File: src/rtl/sram_ctrl_pkg.sv
package sram_ctrl_pkg;

  // Access phases of the controller
  typedef enum logic [2:0] {
    ST_IDLE   = 3'd0,
    ST_TURN   = 3'd1,
    ST_WSETUP = 3'd2,
    ST_WPULSE = 3'd3,
    ST_WHOLD  = 3'd4,
    ST_RACC   = 3'd5
  } phase_e;

endpackage

File: src/rtl/sram_phase_timer.sv
module sram_phase_timer #(
  parameter int CW = 2
) (
  input  logic          clk,
  input  logic          rst_n,
  input  logic          load,
  input  logic [CW-1:0] load_val,
  output logic          done
);

  logic [CW-1:0] cnt;

  always_ff @(posedge clk or negedge rst_n) begin
    if (!rst_n)           cnt <= '0;
    else if (load)        cnt <= load_val;
    else if (cnt != '0)   cnt <= cnt - 1'b1;
  end

  assign done = (cnt == '0);

endmodule

File: src/rtl/sram_seq.sv
module sram_seq
  import sram_ctrl_pkg::*;
#(
  parameter int T_ASU  = 1,
  parameter int T_WP   = 1,
  parameter int T_WH   = 1,
  parameter int T_RD   = 1,
  parameter int T_TURN = 1,
  parameter int CW     = 1
) (
  input  logic          clk,
  input  logic          rst_n,
  input  logic          req_valid,
  input  logic          req_write,
  output logic          req_ready,
  output logic          accept,
  output logic          capture,
  input  logic          tmr_done,
  output logic          tmr_load,
  output logic [CW-1:0] tmr_val,
  output logic          ram_cs_n,
  output logic          ram_we_n,
  output logic          ram_oe_n,
  output logic          ram_dq_oe
);

  phase_e st, nxt;
  logic   last_rd;

  function automatic logic [CW-1:0] phase_len_m1(phase_e p);
    case (p)
      ST_TURN:   return CW'(T_TURN - 1);
      ST_WSETUP: return CW'(T_ASU - 1);
      ST_WPULSE: return CW'(T_WP - 1);
      ST_WHOLD:  return CW'(T_WH - 1);
      ST_RACC:   return CW'(T_RD - 1);
      default:   return '0;
    endcase
  endfunction

  always_comb begin
    nxt = st;
    case (st)
      ST_IDLE:
        if (req_valid) begin
          if (req_write) nxt = last_rd ? ST_TURN : ST_WSETUP;
          else           nxt = ST_RACC;
        end
      ST_TURN:   if (tmr_done) nxt = ST_WSETUP;
      ST_WSETUP: if (tmr_done) nxt = ST_WPULSE;
      ST_WPULSE: if (tmr_done) nxt = ST_WHOLD;
      ST_WHOLD:  if (tmr_done) nxt = ST_IDLE;
      ST_RACC:   if (tmr_done) nxt = ST_IDLE;
      default:   nxt = ST_IDLE;
    endcase
  end

  assign req_ready = (st == ST_IDLE);
  assign accept    = req_ready && req_valid;
  assign capture   = (st == ST_RACC) && tmr_done;
  assign tmr_load  = (nxt != st);
  assign tmr_val   = phase_len_m1(nxt);

  // State and pin flops: pins are registered from the next phase so they
  // change on the same edge as the state and never glitch.
  always_ff @(posedge clk or negedge rst_n) begin
    if (!rst_n) begin
      st        <= ST_IDLE;
      last_rd   <= 1'b0;
      ram_cs_n  <= 1'b1;
      ram_we_n  <= 1'b1;
      ram_oe_n  <= 1'b1;
      ram_dq_oe <= 1'b0;
    end else begin
      st        <= nxt;
      if (capture)                                   last_rd <= 1'b1;
      else if (nxt == ST_WSETUP && st != ST_WSETUP)  last_rd <= 1'b0;
      ram_cs_n  <= !(nxt == ST_WPULSE || nxt == ST_RACC);
      ram_we_n  <= !(nxt == ST_WPULSE);
      ram_oe_n  <= !(nxt == ST_RACC);
      ram_dq_oe <= (nxt == ST_WSETUP) || (nxt == ST_WPULSE) || (nxt == ST_WHOLD);
    end
  end

  // the controller never drives while the RAM outputs are enabled
  p_no_contention_r8: assert property (@(posedge clk) disable iff (!rst_n)
    ram_dq_oe |-> ram_oe_n);

  // output enable stays high throughout the write strobe
  p_we_oe_high_r3: assert property (@(posedge clk) disable iff (!rst_n)
    !ram_we_n |-> ram_oe_n);

  // write enable and chip select fall together
  p_strobes_fall_together_r3: assert property (@(posedge clk) disable iff (!rst_n)
    $fell(ram_we_n) |-> $fell(ram_cs_n));

  // bus drivers released a full cycle before output enable falls
  p_release_before_oe_r7: assert property (@(posedge clk) disable iff (!rst_n)
    $fell(ram_oe_n) |-> !$past(ram_dq_oe));

  // drivers turn on only after a cycle with output enable high
  p_turnaround_r6: assert property (@(posedge clk) disable iff (!rst_n)
    $rose(ram_dq_oe) |-> ($past(ram_oe_n) && ram_cs_n));

  // data still driven when the write strobe rises
  p_data_hold_r5: assert property (@(posedge clk) disable iff (!rst_n)
    $rose(ram_we_n) |-> ram_dq_oe);

  // idle means deselected and not driving
  p_idle_deselect_r9: assert property (@(posedge clk) disable iff (!rst_n)
    req_ready |-> (ram_cs_n && ram_we_n && !ram_dq_oe));

endmodule

File: src/rtl/sram_dpath.sv
module sram_dpath #(
  parameter int AW = 20,
  parameter int DW = 4
) (
  input  logic          clk,
  input  logic          rst_n,
  input  logic          accept,
  input  logic [AW-1:0] req_addr,
  input  logic [DW-1:0] req_wdata,
  input  logic          capture,
  input  logic [DW-1:0] ram_dq_in,
  output logic [AW-1:0] ram_addr,
  output logic [DW-1:0] ram_dq_out,
  output logic          rsp_valid,
  output logic [DW-1:0] rsp_rdata
);

  always_ff @(posedge clk or negedge rst_n) begin
    if (!rst_n) begin
      ram_addr   <= '0;
      ram_dq_out <= '0;
      rsp_valid  <= 1'b0;
      rsp_rdata  <= '0;
    end else begin
      if (accept) begin
        ram_addr   <= req_addr;
        ram_dq_out <= req_wdata;
      end
      rsp_valid <= capture;
      if (capture) rsp_rdata <= ram_dq_in;
    end
  end

  // response strobe lasts exactly one cycle
  p_rsp_single_r10: assert property (@(posedge clk) disable iff (!rst_n)
    rsp_valid |=> !rsp_valid);

endmodule

File: src/rtl/sram_ctrl.sv
module sram_ctrl #(
  parameter int AW     = 20,
  parameter int DW     = 4,
  parameter int T_ASU  = 1,
  parameter int T_WP   = 1,
  parameter int T_WH   = 1,
  parameter int T_RD   = 1,
  parameter int T_TURN = 1
) (
  input  logic          clk,
  input  logic          rst_n,
  input  logic          req_valid,
  output logic          req_ready,
  input  logic          req_write,
  input  logic [AW-1:0] req_addr,
  input  logic [DW-1:0] req_wdata,
  output logic          rsp_valid,
  output logic [DW-1:0] rsp_rdata,
  output logic [AW-1:0] ram_addr,
  output logic          ram_cs_n,
  output logic          ram_we_n,
  output logic          ram_oe_n,
  output logic [DW-1:0] ram_dq_out,
  output logic          ram_dq_oe,
  input  logic [DW-1:0] ram_dq_in
);

  localparam int M_A  = (T_ASU > T_WP) ? T_ASU : T_WP;
  localparam int M_B  = (T_WH > T_RD) ? T_WH : T_RD;
  localparam int M_C  = (M_A > M_B) ? M_A : M_B;
  localparam int MAXD = (M_C > T_TURN) ? M_C : T_TURN;
  localparam int CW   = (MAXD > 1) ? $clog2(MAXD) : 1;

  logic          accept, capture, tmr_done, tmr_load;
  logic [CW-1:0] tmr_val;

  sram_seq #(
    .T_ASU(T_ASU), .T_WP(T_WP), .T_WH(T_WH), .T_RD(T_RD), .T_TURN(T_TURN), .CW(CW)
  ) u_seq (
    .clk(clk), .rst_n(rst_n),
    .req_valid(req_valid), .req_write(req_write), .req_ready(req_ready),
    .accept(accept), .capture(capture),
    .tmr_done(tmr_done), .tmr_load(tmr_load), .tmr_val(tmr_val),
    .ram_cs_n(ram_cs_n), .ram_we_n(ram_we_n), .ram_oe_n(ram_oe_n), .ram_dq_oe(ram_dq_oe)
  );

  sram_phase_timer #(.CW(CW)) u_tmr (
    .clk(clk), .rst_n(rst_n), .load(tmr_load), .load_val(tmr_val), .done(tmr_done)
  );

  sram_dpath #(.AW(AW), .DW(DW)) u_dp (
    .clk(clk), .rst_n(rst_n),
    .accept(accept), .req_addr(req_addr), .req_wdata(req_wdata),
    .capture(capture), .ram_dq_in(ram_dq_in),
    .ram_addr(ram_addr), .ram_dq_out(ram_dq_out),
    .rsp_valid(rsp_valid), .rsp_rdata(rsp_rdata)
  );

  // address frozen while the RAM is selected and into the next cycle
  p_addr_stable_r5: assert property (@(posedge clk) disable iff (!rst_n)
    !ram_cs_n |=> $stable(ram_addr));

  // nothing reaches the address lines while busy
  p_busy_addr_hold_r2: assert property (@(posedge clk) disable iff (!rst_n)
    !req_ready |=> $stable(ram_addr));

endmodule

File: config.mk
export PLATFORM = sky130hd
export DESIGN_NAME = sram_ctrl
export DESIGN_NICKNAME = d
export VERILOG_FILES = /design/src/rtl/sram_ctrl_pkg.sv /design/src/rtl/sram_phase_timer.sv /design/src/rtl/sram_seq.sv /design/src/rtl/sram_dpath.sv /design/src/rtl/sram_ctrl.sv
export SDC_FILE = /design/constraint.sdc
export NUM_CORES = 1
export LEC_CHECK = 0
export ABC_AREA = 1
export BUFFER_PORTS_ARGS = -buffer_cell sky130_fd_sc_hd__buf_2
export CORE_UTILIZATION = 48
export CTS_BUF_LIST = sky130_fd_sc_hd__clkbuf_2 sky130_fd_sc_hd__clkbuf_4 sky130_fd_sc_hd__clkbuf_8
export DETAILED_ROUTE_END_ITERATION = 10
export GPL_TIMING_DRIVEN = 0
export PLACE_DENSITY_LB_ADDON = 0.25
export SETUP_SLACK_MARGIN = 0.2
export SYNTH_ARGS = -nofsm -noshare
export SYNTH_HDL_FRONTEND = slang
export SYNTH_SLANG_ARGS = --single-unit
export TNS_END_PERCENT = 100
File: constraint.sdc
create_clock -name clk -period 1.2 [get_ports clk]
set_input_delay 0.06 -clock clk [delete_from_list [all_inputs] [get_ports clk]]
set_output_delay 0.06 -clock clk [all_outputs]
set_load 0.02 [all_outputs]
* Word-level counts from Yosys, hierarchy flattened *
Cells that the tools add are included.
W data, S select, Z words.

word-level totals
  register bits after elaboration = 38
  bits in latches = 0
  bits in writable memories = 0
  memory bits (read-only) = 0
  input bits = 32
  output and inout port bits = 34
  logic and storage cells = 48
  memories kept = 0

operators by class
  add/sub/neg operators = 1
  $mul = 0
  divide/modulo/power cells = 0
  order comparisons = 0
  equality and inequality tests = 11
  shifts and indexed selects = 0
  multiplexer cells = 12
  bitwise logic cells = 1
  reductions and logical operators = 12

operators with widths
  kind                   number
  $mux W3                6
  $pmux W3 S5            1
  $eq A3 B2 Y1 const B   4
  $eq A3 B3 Y1 const B   4
  $mux W1                4
  $eq A3 B1 Y1 const B   1
  $logic_and A1 B1 Y1    3
  $logic_not A1 Y1       3
  $logic_not A3 Y1       1
  $logic_or A1 B1 Y1     3
  $ne A3 B2 Y1 const B   1
  $ne A3 B3 Y1           1
  $mux W2                1
  $reduce_bool A2 Y1     1
  $reduce_or A2 Y1       1
  $not A1 Y1             1
  $sub A1 B1 Y1 const B  1

* Depth between registers and ports, before layout *
  depth in word-level cells = 8
  mapped depth = 5
  depth with buffers taken out = 5

* Modules after synthesis *
Synthesis repeated with hierarchy kept, for this count alone.

second synthesis, totals
  cells, all modules = 187
  area, all modules = 1674.1 sq um

modules (own cells, without submodules)
  module            instances  cells an instance  area each (sq um)  seq. area each (sq um)
  sram_dpath        1          120                1148.6             725.7
  sram_seq          1          63                 489.2              203.9
  sram_phase_timer  1          4                  36.3               25.0

* Worst setup path after synthesis *
OpenSTA, ideal clock, no wires.

  path kind = reg-to-reg
  start point = reg u_seq.st[0]
  end point = reg u_dp.ram_addr[0]
  arrival time = 936 ps
  required time = 1083 ps
  path slack = 147 ps
  stages on the path, launching flop included = 6
  path buffers = 1
  period minus slack after synthesis = 1053 ps
  path through = dfrtp_1 nor2_4 nand3_2 buf_4 nand2_1 nand2_1

on the way
  longest elaborated chain between the ends = 2

ends and longest elaborated chain
  element                 line              text
  start, declared         sram_seq.sv:27    phase_e st, nxt;
  start signal, assigned  sram_seq.sv:75    st <= nxt;
  $logic_not A3 Y1        sram_seq.sv:58    assign req_ready = (st == ST_IDLE);
  $logic_and A1 B1 Y1     sram_seq.sv:59    assign accept = req_ready && req_valid;
  end signal, assigned    sram_dpath.sv:26  ram_addr <= req_addr;
  end, declared           sram_dpath.sv:12  output logic [AW-1:0] ram_addr,

No other way between the ends.
A chain may end at the register's enable or synchronous reset.

* Worst setup path in the final report *
  start point = reg u_seq.st[1]
  end point = reg u_dp.ram_addr[0]

Same word-level chain as after synthesis.

==> impl_metrics.env <==
export IMPL_r2r_end="u_dp.ram_addr[0]"
export IMPL_avgSynthCellArea_um2=9.497
export IMPL_grt_max_degree=38
export IMPL_grtUsageTotal_pct=26.34
export IMPL_io_pins=66
export IMPL_ys_seq_area_share_pct=60.80
export IMPL_wl_per_cell_um=16.36
export IMPL_end_kind="flip-flop"
export IMPL_diodes=0
export IMPL_yosys_area_top_type="dfrtp_1"
export IMPL_post_route_min_period_ns=1.313
export IMPL_numCtsBuffers=5
export IMPL_synth_flop_cell="dfrtp_1"
export IMPL_holdCritPathClass="in -> reg"
export IMPL_tightest_slew_ns=0.5019
export IMPL_rows=20
export IMPL_first_pass_iters=4
export IMPL_yosys_warnings=0
export IMPL_clock_path_buffers=2
export IMPL_vias_per_cell=5.233
export IMPL_finalCritPeriodShare_pct=109.4
export IMPL_synthToLayoutAreaGrowth_pct=76.27
export IMPL_setup_viol=30
export IMPL_synth_enable_flop_cells=0
export IMPL_place_inst=270
export IMPL_ys_seq_elements=37
export IMPL_multi_input_area_um2=541.8
export IMPL_root_buffer="clkbuf_4"
export IMPL_insertion_delay_ns=0.35
export IMPL_die_height_um=58.44
export IMPL_slew_headroom_pct=66.54
export IMPL_drc=0
export IMPL_maxCapViolCount=0
export IMPL_whs_path_depth=3
export IMPL_violations="negative setup slack"
export IMPL_drv_slew=0
export IMPL_highest_layer="met4"
export IMPL_grt_ovfl_total=0
export IMPL_hold_violations=0
export IMPL_drtIter0Drc=134
export IMPL_criticalPathCategory="reg -> reg"
export IMPL_final_setup_worst_slack_ns=-0.1134
export IMPL_worstHoldStart="req_valid"
export IMPL_fin_skew_ns=0.007316
export IMPL_rsz0062_at_grt="yes"
export IMPL_wl_met1_mm=2.035
export IMPL_r2r_setup_slack_ns=-0.11
export IMPL_num_fill_cells=126
export IMPL_ant_nets=0
export IMPL_hpwl_mm=2.206
export IMPL_placed_area_um2=1911
export IMPL_die_width_um=58.44
export IMPL_vias=1753
export IMPL_vdd_ir_drop_max_v=0.001522
export IMPL_dp_worst_setup_slack_ns=0.02531
export IMPL_drive_gt1_share_pct=44.67
export IMPL_nets=322
export IMPL_dr_wl_met2_mm=2.879
export IMPL_clock_sinks=37
export IMPL_synthArstFlopShare_pct=100.0
export IMPL_io_buffers=65
export IMPL_htree_levels=2
export IMPL_yosysMostFrequentCell="nand2_1"
export IMPL_power_leakage_nw=1.447
export IMPL_initial_core_util_pct=50.50
export IMPL_ys_types=18
export IMPL_worst_path_max_fanout=10
export IMPL_path_clk_slew_ns=0.11
export IMPL_dr_wl_met3_um=298
export IMPL_synthCells=161
export IMPL_hold_path_end="u_seq.ram_oe_n"
export IMPL_cts_tree="built"
export IMPL_place_congestion=0.7848
export IMPL_yosys_top_cells_count="68 x nand2_1, 34 x dfrtp_1, 26 x nand4_1"
export IMPL_clock_fmax_ghz=0.7614
export IMPL_synth_area_leaders="dfrtp_1 56%, nand2_1 17%, nand4_1 11%"
export IMPL_final_instance_count_excl_fill=335
export IMPL_netlist_area_um2=1529
export IMPL_grt_pass1_wl_mm=6.534
export IMPL_cp_start_kind="flip-flop"
export IMPL_seqCellArea_um2=932.1
export IMPL_antenna_found_initial=0
export IMPL_yosysTopAreaCellShare_pct=55.65
export IMPL_crit_arrival_ns=1.55
export IMPL_drt_total_wl_mm=5.479
export IMPL_reg2reg_from="u_seq.st[1]"
export IMPL_r2r_cells=7
export IMPL_final_area_um2=2695
export IMPL_power_density_nw_per_um2=2624
export IMPL_tns_ns=-1.726
export IMPL_dieArea_um2=3415
export IMPL_grt_pass1_vias=1430
export IMPL_cp_required_ns=1.44
export IMPL_syn_nets=193
export IMPL_status="complete, but fails checks"
export IMPL_core_um2=3028
[kinds of logic (layout without fill, tap and decap cells)]
logic type	Yosys count	after routing	share of synthesized area (%)
AND/OR/NAND/NOR	102	102	30.93
AO/OA/AOI/OAI	4	4	1.309
flip-flops	37	37	60.80
buffers and inverters	18	148	6.956
[worst max-delay path, cell delays in order (launching register included)]
cell	delay (ns)
dfrtp_1	0.42
nor2_4	0.13
buf_4	0.12
buf_6	0.10
nand3_4	0.12
buf_6	0.17
nand2_1	0.06
nand2_1	0.08
[final cells by class]
class                           instances  area share, %
Clock buffer                            8          2.461
Inverter                                7          1.253
Timing Repair Buffer                  122          35.79
Buffer                                 11          3.760
Tap cell                               44          2.043
Multi-Input combinational cell        106          20.10
Sequential cell                        37          34.59
[through the flow]
| stage | utilization, % | power, mW | hold slack, ns |
|---|---|---|---|
| 2_1_floorplan | - | 3.878 | -0.2356 |
| 3_3_place_gp | 63.10 | 4.670 | 0.1864 |
| 3_5_place_dp | 63.10 | 4.708 | 0.1883 |
| 4_1_cts | 81.32 | 6.062 | 0.07457 |
| 5_1_grt | 89.01 | 7.440 | 0.2017 |
| 6_report | 89.01 | 7.072 | 0.1999 |
[repair_timing]
action                                  4_1_cts  5_1_grt
endpoints found under the setup margin       30       61
gates cloned                                  1        2
hold buffers                                 30        0
pin swaps                                     3        4
gates resized for setup                      30       31
buffers inserted                              9       15
hold endpoints to repair                     63        0
[where the power goes]
| group | switching (mW) | internal, mW | leakage [nW] |
|---|---|---|---|
| registers | 0.356 | 1.84 | 0.452 |
| clock network | 0.396 | 0.334 | 0.0394 |
| logic | 2.24 | 1.91 | 0.956 |
| total | 2.99 | 4.08 | 1.45 |
[placed cells by master, fill, tap and decap left out, types with 2 or more instances in the layout]
| master | count |
|---|---|
| buf_8 | 2 |
| buf_12 | 2 |
| dfrtp_1 | 32 |
| buf_2 | 55 |
| inv_1 | 2 |
| nand3_4 | 2 |
| nand2_2 | 3 |
| dfstp_2 | 3 |
| dfrtp_2 | 2 |
| buf_4 | 17 |
| inv_2 | 3 |
| nand4_1 | 26 |
| nand2_1 | 64 |
| clkbuf_4 | 8 |
| buf_6 | 25 |
| nor2_1 | 2 |
| a21oi_2 | 2 |
| dlygate4sd3_1 | 30 |
[sequential cells by signal, indices dropped and copies added (netlist names)]
| register | cells |
|---|---|
| u_seq.st | 3 |
| u_seq.ram_dq_oe | 1 |
| u_seq.ram_we_n | 1 |
| u_seq.last_rd | 1 |
| u_dp.rsp_valid | 1 |
| u_dp.rsp_rdata | 4 |
| u_seq.ram_cs_n | 1 |
| u_dp.ram_dq_out | 4 |
| u_dp.ram_addr | 20 |
| u_seq.ram_oe_n | 1 |
[layer usage]
metal	GRT usage, %	vias to the layer above
met5	0	-
met4	11.56	0
met3	8.791	28
met2	41.05	90
met1	33.72	842
li1	-	793
[how the worst max path moves through the flow]
| stage | end | cells after the start | slack, ns | from |
|---|---|---|---|---|
| after floorplan | u_dp.ram_addr[0] | 5 | 0.16 | u_seq.st[1] |
| after global placement | u_dp.ram_addr[3] | 5 | 0.04 | u_seq.st[1] |
| after detailed placement | u_dp.ram_addr[19] | 5 | 0.03 | u_seq.st[1] |
| after CTS | req_ready | 5 | -0.06 | u_seq.st[0] |
| after global routing | u_dp.ram_addr[0] | 4 | -0.18 | u_seq.st[2] |
| final | u_dp.ram_addr[0] | 7 | -0.11 | u_seq.st[1] |
Power figures use the tool's default switching activity.
